$ cat src/rtl/cal_pkg.sv
package cal_pkg;

  localparam int unsigned FIELD_CNT = 8;
  localparam int unsigned SEL_W = $clog2(FIELD_CNT);

  typedef enum logic [SEL_W-1:0] {
    SEL_SEC   = 3'd0,
    SEL_MIN   = 3'd1,
    SEL_HOUR  = 3'd2,
    SEL_DOW   = 3'd3,
    SEL_DATE  = 3'd4,
    SEL_MONTH = 3'd5,
    SEL_YEAR  = 3'd6,
    SEL_CENT  = 3'd7
  } fieldSel_e;

  // advance strobes from control to datapath
  typedef struct packed {
    logic advSec;
    logic advMin;
    logic advHour;
    logic advDay;
    logic advMonth;
    logic advYear;
    logic flipCent;
  } calStrobes_t;

  // wrap status from datapath to control
  typedef struct packed {
    logic secWrap;
    logic minWrap;
    logic hourWrap;
    logic dateWrap;
    logic monthWrap;
    logic yearWrap;
    logic centEn;
  } calWraps_t;

  // multiple of four on a packed BCD year
  function automatic logic isLeap(input logic [7:0] year);
    logic [3:0] u;
    u = year[3:0];
    if (year[4]) return (u == 4'd2) || (u == 4'd6);
    else         return (u == 4'd0) || (u == 4'd4) || (u == 4'd8);
  endfunction

  // last date of the month in BCD
  function automatic logic [5:0] monthLast(input logic [4:0] month,
                                           input logic [7:0] year);
    case (month)
      5'h02:                      return isLeap(year) ? 6'h29 : 6'h28;
      5'h04, 5'h06, 5'h09, 5'h11: return 6'h30;
      default:                    return 6'h31;
    endcase
  endfunction

endpackage

$ cat src/rtl/cal_field.sv
// One BCD counting field: next value and wrap flag from its current value.
module cal_field #(
  parameter int unsigned W = 7
) (
  input  logic [W-1:0] cur,
  input  logic [W-1:0] maxV,
  input  logic [W-1:0] minV,
  output logic         wrap,
  output logic [W-1:0] next
);

  logic         unitsFull;
  logic [W-1:0] carryVal;

  generate
    if (W > 4) begin : g_bcd
      assign unitsFull = cur[3:0] >= 4'd9;
      assign carryVal  = {cur[W-1:4] + 1'b1, 4'h0};
    end else begin : g_bin
      assign unitsFull = 1'b0;
      assign carryVal  = '0;
    end
  endgenerate

  always_comb begin
    wrap = (cur == maxV) || ((cur > maxV) && unitsFull);
    if (wrap)           next = minV;
    else if (unitsFull) next = carryVal;
    else                next = cur + 1'b1;
  end

endmodule

$ cat src/rtl/cal_ctrl.sv
// Turns tick, write and wrap status into per-field strobes.
module cal_ctrl
  import cal_pkg::*;
(
  input  logic                 clk,
  input  logic                 rstN,
  input  logic                 tick,
  input  logic                 wrEn,
  input  logic [SEL_W-1:0]     wrSel,
  input  calWraps_t            wraps,
  output calStrobes_t          stb,
  output logic [FIELD_CNT-1:0] loadMask,
  output logic                 prescClr
);

  logic advance;

  // a write owns the cycle; the tick is dropped
  assign advance = tick && !wrEn;

  always_comb begin
    stb.advSec   = advance;
    stb.advMin   = stb.advSec   && wraps.secWrap;
    stb.advHour  = stb.advMin   && wraps.minWrap;
    stb.advDay   = stb.advHour  && wraps.hourWrap;
    stb.advMonth = stb.advDay   && wraps.dateWrap;
    stb.advYear  = stb.advMonth && wraps.monthWrap;
    stb.flipCent = stb.advYear  && wraps.yearWrap && wraps.centEn;
  end

  always_comb begin
    for (int i = 0; i < FIELD_CNT; i++) begin
      loadMask[i] = wrEn && (wrSel == SEL_W'(i));
    end
  end

  always_ff @(posedge clk) begin
    if (!rstN) prescClr <= 1'b0;
    else       prescClr <= wrEn;
  end

endmodule

$ cat src/rtl/cal_datapath.sv
// Field registers, their step logic and the month-length decode.
module cal_datapath
  import cal_pkg::*;
#(
  parameter logic [7:0] RST_YEAR    = 8'h00,
  parameter bit         RST_CENT_EN = 1'b0
) (
  input  logic                 clk,
  input  logic                 rstN,
  input  calStrobes_t          stb,
  input  logic [FIELD_CNT-1:0] loadMask,
  input  logic [7:0]           wrData,
  output calWraps_t            wraps,
  output logic [6:0]           secQ,
  output logic [6:0]           minQ,
  output logic [5:0]           hourQ,
  output logic [2:0]           dowQ,
  output logic [5:0]           dateQ,
  output logic [4:0]           monthQ,
  output logic [7:0]           yearQ,
  output logic                 centQ,
  output logic                 centEnQ
);

  logic [6:0] secNext, minNext;
  logic [5:0] hourNext, dateNext, dateMax;
  logic [2:0] dowNext;
  logic [4:0] monthNext;
  logic [7:0] yearNext;
  logic       secW, minW, hourW, dowW, dateW, monthW, yearW;

  assign dateMax = monthLast(monthQ, yearQ);

  cal_field #(.W(7)) i_sec   (.cur(secQ),   .maxV(7'h59), .minV(7'h00),
                              .wrap(secW),   .next(secNext));
  cal_field #(.W(7)) i_min   (.cur(minQ),   .maxV(7'h59), .minV(7'h00),
                              .wrap(minW),   .next(minNext));
  cal_field #(.W(6)) i_hour  (.cur(hourQ),  .maxV(6'h23), .minV(6'h00),
                              .wrap(hourW),  .next(hourNext));
  cal_field #(.W(3)) i_dow   (.cur(dowQ),   .maxV(3'd7),  .minV(3'd1),
                              .wrap(dowW),   .next(dowNext));
  cal_field #(.W(6)) i_date  (.cur(dateQ),  .maxV(dateMax), .minV(6'h01),
                              .wrap(dateW),  .next(dateNext));
  cal_field #(.W(5)) i_month (.cur(monthQ), .maxV(5'h12), .minV(5'h01),
                              .wrap(monthW), .next(monthNext));
  cal_field #(.W(8)) i_year  (.cur(yearQ),  .maxV(8'h99), .minV(8'h00),
                              .wrap(yearW),  .next(yearNext));

  always_comb begin
    wraps.secWrap   = secW;
    wraps.minWrap   = minW;
    wraps.hourWrap  = hourW;
    wraps.dateWrap  = dateW;
    wraps.monthWrap = monthW;
    wraps.yearWrap  = yearW;
    wraps.centEn    = centEnQ;
  end

  always_ff @(posedge clk) begin
    if (!rstN) begin
      secQ    <= 7'h00;
      minQ    <= 7'h00;
      hourQ   <= 6'h00;
      dowQ    <= 3'd1;
      dateQ   <= 6'h01;
      monthQ  <= 5'h01;
      yearQ   <= RST_YEAR;
      centQ   <= 1'b0;
      centEnQ <= RST_CENT_EN;
    end else begin
      if (loadMask[SEL_SEC])       secQ <= wrData[6:0];
      else if (stb.advSec)         secQ <= secNext;

      if (loadMask[SEL_MIN])       minQ <= wrData[6:0];
      else if (stb.advMin)         minQ <= minNext;

      if (loadMask[SEL_HOUR])      hourQ <= wrData[5:0];
      else if (stb.advHour)        hourQ <= hourNext;

      if (loadMask[SEL_DOW])       dowQ <= wrData[2:0];
      else if (stb.advDay)         dowQ <= dowNext;

      if (loadMask[SEL_DATE])      dateQ <= wrData[5:0];
      else if (stb.advDay)         dateQ <= dateNext;

      if (loadMask[SEL_MONTH])     monthQ <= wrData[4:0];
      else if (stb.advMonth)       monthQ <= monthNext;

      if (loadMask[SEL_YEAR])      yearQ <= wrData;
      else if (stb.advYear)        yearQ <= yearNext;

      if (loadMask[SEL_CENT]) begin
        centQ   <= wrData[0];
        centEnQ <= wrData[1];
      end else if (stb.flipCent) begin
        centQ   <= ~centQ;
      end
    end
  end

  // the day-of-week wrap is not a carry source
  logic unusedDowW;
  assign unusedDowW = dowW;

endmodule

$ cat src/rtl/bcd_calendar.sv
module bcd_calendar
  import cal_pkg::*;
#(
  parameter logic [7:0] RST_YEAR    = 8'h00,
  parameter bit         RST_CENT_EN = 1'b0
) (
  input  logic       clk,
  input  logic       rstN,
  input  logic       tick,
  input  logic       wrEn,
  input  logic [2:0] wrSel,
  input  logic [7:0] wrData,
  output logic [6:0] secOut,
  output logic [6:0] minOut,
  output logic [5:0] hourOut,
  output logic [2:0] dowOut,
  output logic [5:0] dateOut,
  output logic [4:0] monthOut,
  output logic [7:0] yearOut,
  output logic       centOut,
  output logic       centEnOut,
  output logic       prescClr
);

  calStrobes_t          stb;
  calWraps_t            wraps;
  logic [FIELD_CNT-1:0] loadMask;

  cal_ctrl i_ctrl (
    .clk      (clk),
    .rstN     (rstN),
    .tick     (tick),
    .wrEn     (wrEn),
    .wrSel    (wrSel),
    .wraps    (wraps),
    .stb      (stb),
    .loadMask (loadMask),
    .prescClr (prescClr)
  );

  cal_datapath #(
    .RST_YEAR    (RST_YEAR),
    .RST_CENT_EN (RST_CENT_EN)
  ) i_dp (
    .clk      (clk),
    .rstN     (rstN),
    .stb      (stb),
    .loadMask (loadMask),
    .wrData   (wrData),
    .wraps    (wraps),
    .secQ     (secOut),
    .minQ     (minOut),
    .hourQ    (hourOut),
    .dowQ     (dowOut),
    .dateQ    (dateOut),
    .monthQ   (monthOut),
    .yearQ    (yearOut),
    .centQ    (centOut),
    .centEnQ  (centEnOut)
  );

endmodule

$ cat config.mk
export PLATFORM = sky130hd
export DESIGN_NAME = bcd_calendar
export DESIGN_NICKNAME = d
export VERILOG_FILES = /design/src/rtl/cal_pkg.sv /design/src/rtl/cal_field.sv /design/src/rtl/cal_ctrl.sv /design/src/rtl/cal_datapath.sv /design/src/rtl/bcd_calendar.sv
export SDC_FILE = /design/constraint.sdc
export NUM_CORES = 1
export LEC_CHECK = 0
export BUFFER_PORTS_ARGS = -buffer_cell sky130_fd_sc_hd__buf_4
export CAP_MARGIN = 25
export CORE_MARGIN = 10
export CORE_UTILIZATION = 35
export CTS_BUF_LIST = sky130_fd_sc_hd__clkbuf_4
export DETAILED_ROUTE_END_ITERATION = 10
export PLACE_DENSITY = 0.61
export SYNTH_ARGS = -nofsm -noshare
export SYNTH_HDL_FRONTEND = slang
export SYNTH_HIERARCHICAL = 1
export SYNTH_SLANG_ARGS = --single-unit
$ cat constraint.sdc
create_clock -name clk -period 2.49 [get_ports clk]
set_input_delay 0.1245 -clock clk [delete_from_list [all_inputs] [get_ports clk]]
set_output_delay 0.1245 -clock clk [all_outputs]
set_load 0.01 [all_outputs]
==> run metrics <==
status=finished with violations; violated checks=setup timing; DR pass1 iterations=4; post-DP HPWL=9935 um; area grow syn2layout=27.85%; # setup viols final=10; Core Area=0.01340 mm2; hold wc startpoint=wrData[0]; Synth cell types=59; Final WS setup=-0.1193 ns; area of the multi-input gates=0.003908 mm2; Rows=42; Worst Hold Path EP=i_dp/monthQ[0]$_SDFFE_PN1P_; detailed router's first-iteration violation count=159; Final Cycle Share=104.8%; clock transition at the registers of the reported paths=0.16 ns; GRT Total Usage=13.29%; FF-to-FF path depth=14; Worst VDD drop=152.7 uV; # H-tree levels=2; count leader, synth=nand2_1; Min-Delay Path Class=in -> reg; number of inserted diodes=0; share of the synthesized area in the top cell type=18.59%; Gate Count Post-Synth=580; Final Hold Viols=0; Data arrival, critical path=2.90 ns; max frequency=383.2 MHz; Yosys reg bits=45; most frequent cells after synthesis=nand2_1, ha_1, inv_1; ANT nets after route=0; Final Util=46.25%; clock latency on the worst-skew pair=0.39 ns; final non-filler cell total=929; min cycle time layout=2.609 ns; post-detailed-routing wire length=12,580 um; Most used DFF post-synth=dfxtp_1; Min Hold Slack=0.07273 ns; filler cell count in the final layout=1,327; synth top area cells=dfxtp_1, ha_1, mux2i_1; switching power total=505.5 uW; worst slew pin tran=0.8137 ns; Max-Cap Viols=0; Residual DRC=0; Die ar.=0.01896 mm2; syn_area_per_cell=8.357 um2; ys async rst share=0%; worst r2r src=i_dp/yearQ[1]$_SDFFE_PN0P_; clk buf depth=2; Register Area=929.6 um2; Vias=4,317; Die Height=137.7 um; critical path launch point type=flip-flop; Placement Setup Slack=-0.05393 ns; initial antenna violation count=0; Power Internal=1039 uW; TritonCTS clock tree=yes; synthesized area=0.004847 mm2; clk_skew=0.02560 ns; largest net degree at the start of global routing=46; combinational share of power=26.0%; average wire per standard cell=13.54 um; Syn. warnings=6; root buf cell=clkbuf_4; setup_tns=-0.3671 ns; RePlAce Congestion=0.8294; Hold Path Depth=3; number of CTS-inserted buffers=5; CP required=2.78 ns; RSZ-0062 raised after global routing=true; number of buffers added on ports=59; share of cells above drive strength 1=26.96%; Slew HR=45.56%; DR vias/cell=4.647; pwr/cell area=249.2 mW/mm2; number of synthesized flops with an enable pin=0; vias in the first global route=4,333; IO Count=60; crit path kind=reg -> reg; effective utilization at floorplan=36.17%; CP max FO=6; r2r setup slk=-0.12 ns; Nets=828; global route overflow=0; first-pass GRT wire length=20,710 um; Inst Count DP=914; critical path capture point type=flip-flop; Seq pwr share=48.7%; chip width=137.7 um; Final Max Slew Viols=0; Sw Share=32.73%; Leak Pwr=0.003025 uW; reg2reg end=i_dp/dateQ[0]$_SDFFE_PN1P_; Synth area leader=dfxtp_1; CTS Sinks=45; sequential-to-total area share from yosys stat=18.59%; clock power share=25.3%
-- worst max-delay path by stage --
stage,from,to,slack (ns),cells past startpoint
after floorplan,i_dp/monthQ[4]$_SDFFE_PN0P_,i_dp/monthQ[0]$_SDFFE_PN1P_,-0.02,14
after global placement,i_dp/yearQ[4]$_SDFFE_PN0P_,i_dp/dateQ[0]$_SDFFE_PN1P_,0.04,12
after detailed placement,i_dp/yearQ[1]$_SDFFE_PN0P_,i_dp/yearQ[6]$_SDFFE_PN0P_,-0.05,15
after CTS,i_dp/yearQ[1]$_SDFFE_PN0P_,i_dp/yearQ[6]$_SDFFE_PN0P_,-0.06,15
after global routing,i_dp/yearQ[2]$_SDFFE_PN0P_,i_dp/dateQ[0]$_SDFFE_PN1P_,-0.25,13
final,i_dp/yearQ[1]$_SDFFE_PN0P_,i_dp/dateQ[0]$_SDFFE_PN1P_,-0.12,14
-- power groups by stage --
stage	sequential, uW	clock (uW)	combinational [uW]
final	752	390	402
after detailed placement	767	0	394
after global placement	767	0	383
after CTS	752	408	397
after global routing	755	434	456
after floorplan	783	0	244
-- cell usage in the layout, fill, tap and decap left out, drive strengths merged, types with 3 or more instances in the layout --
cell and n:
and2 43, mux2 19, inv 57, o2bb2ai 8, nand2b 7, xnor2 16, o21ai 52, conb 83
ha 61, a21o 8, nand2 70, a21boi 4, nor3 9, nor2 18, a31oi 5, a22o 8
nand3 8, o22ai 6, xor2 10, o31ai 3, buf 111, a21oi 13, dfxtp 45, clkbuf 6
mux2i 45, o211ai 4, and3 7, nor2b 7
-- layout make-up --
type	instances	share of cell area, %
Timing Repair Buffer	112	14.05
Clock inverter	2	0.1615
Tap cell	176	3.553
Inverter	57	3.452
Sequential cell	45	15.00
Clock buffer	6	0.7268
Multi-Input combinational cell	531	63.05
-- worst max-delay path, stage by stage, from the launching register on --
cell      delay, ns
dfxtp_2        0.37
xor2_1         0.16
nor3_1         0.17
o21ai_1        0.09
o211ai_1       0.13
ha_2           0.22
nor2b_2        0.04
o21ai_2        0.13
o211ai_1       0.11
a21o_1         0.24
buf_6          0.15
a22o_4         0.24
mux2_4         0.25
mux2i_1        0.12
nand2_1        0.07
-- per-layer routing --
metal,GRT usage (%),share of wire [%],vias up
li1,-,-,2248
met1,15.76,46,2008
met2,24.14,49,51
met3,2.840,4.3,10
met4,2.225,0.76,0
met5,0,0,-
-- registers in the layout (all words and copies together) (netlist names) --
name,count
i_dp/yearQ,8
i_dp/minQ,7
i_dp/secQ,7
i_dp/dateQ,6
i_dp/hourQ,6
i_dp/monthQ,5
i_dp/dowQ,3
i_ctrl/prescClr,1
i_dp/centEnQ,1
i_dp/centQ,1
-- timing repair --
item | 4_1_cts | 5_1_grt
buffers inserted | 1 | 5
resized for setup | 2 | 20
endpoints found under the setup margin | 12 | 30
hold endpoints to repair | 1 | 0
hold buffers | 1 | 0
pin swaps | 2 | 8
gates cloned | 0 | 0
-- cells by family (layout without fill, tap and decap cells) --
logic type / Yosys count / after routing / share of synthesized area [%]
xor gates and xnor gates: 26 / 26 / 4.698
DFF: 45 / 45 / 18.59
muxes: 64 / 64 / 14.56
buffers and inverters: 85 / 177 / 8.415
other: 2 / 83 / 0.1549
adders and majority gates: 61 / 61 / 15.75
and+or+nand+nor: 178 / 178 / 19.59
AOI/OAI and AO/OA: 119 / 119 / 18.25
-- metrics by stage --
stage,total power [uW],area (um2)
6_report,1544,6197
5_1_grt,1645,6197
4_1_cts,1557,6098
3_5_place_dp,1161,6021
3_3_place_gp,1150,6021
2_1_floorplan,1027,5197
Note: power is estimated with default switching activity, not from simulation.
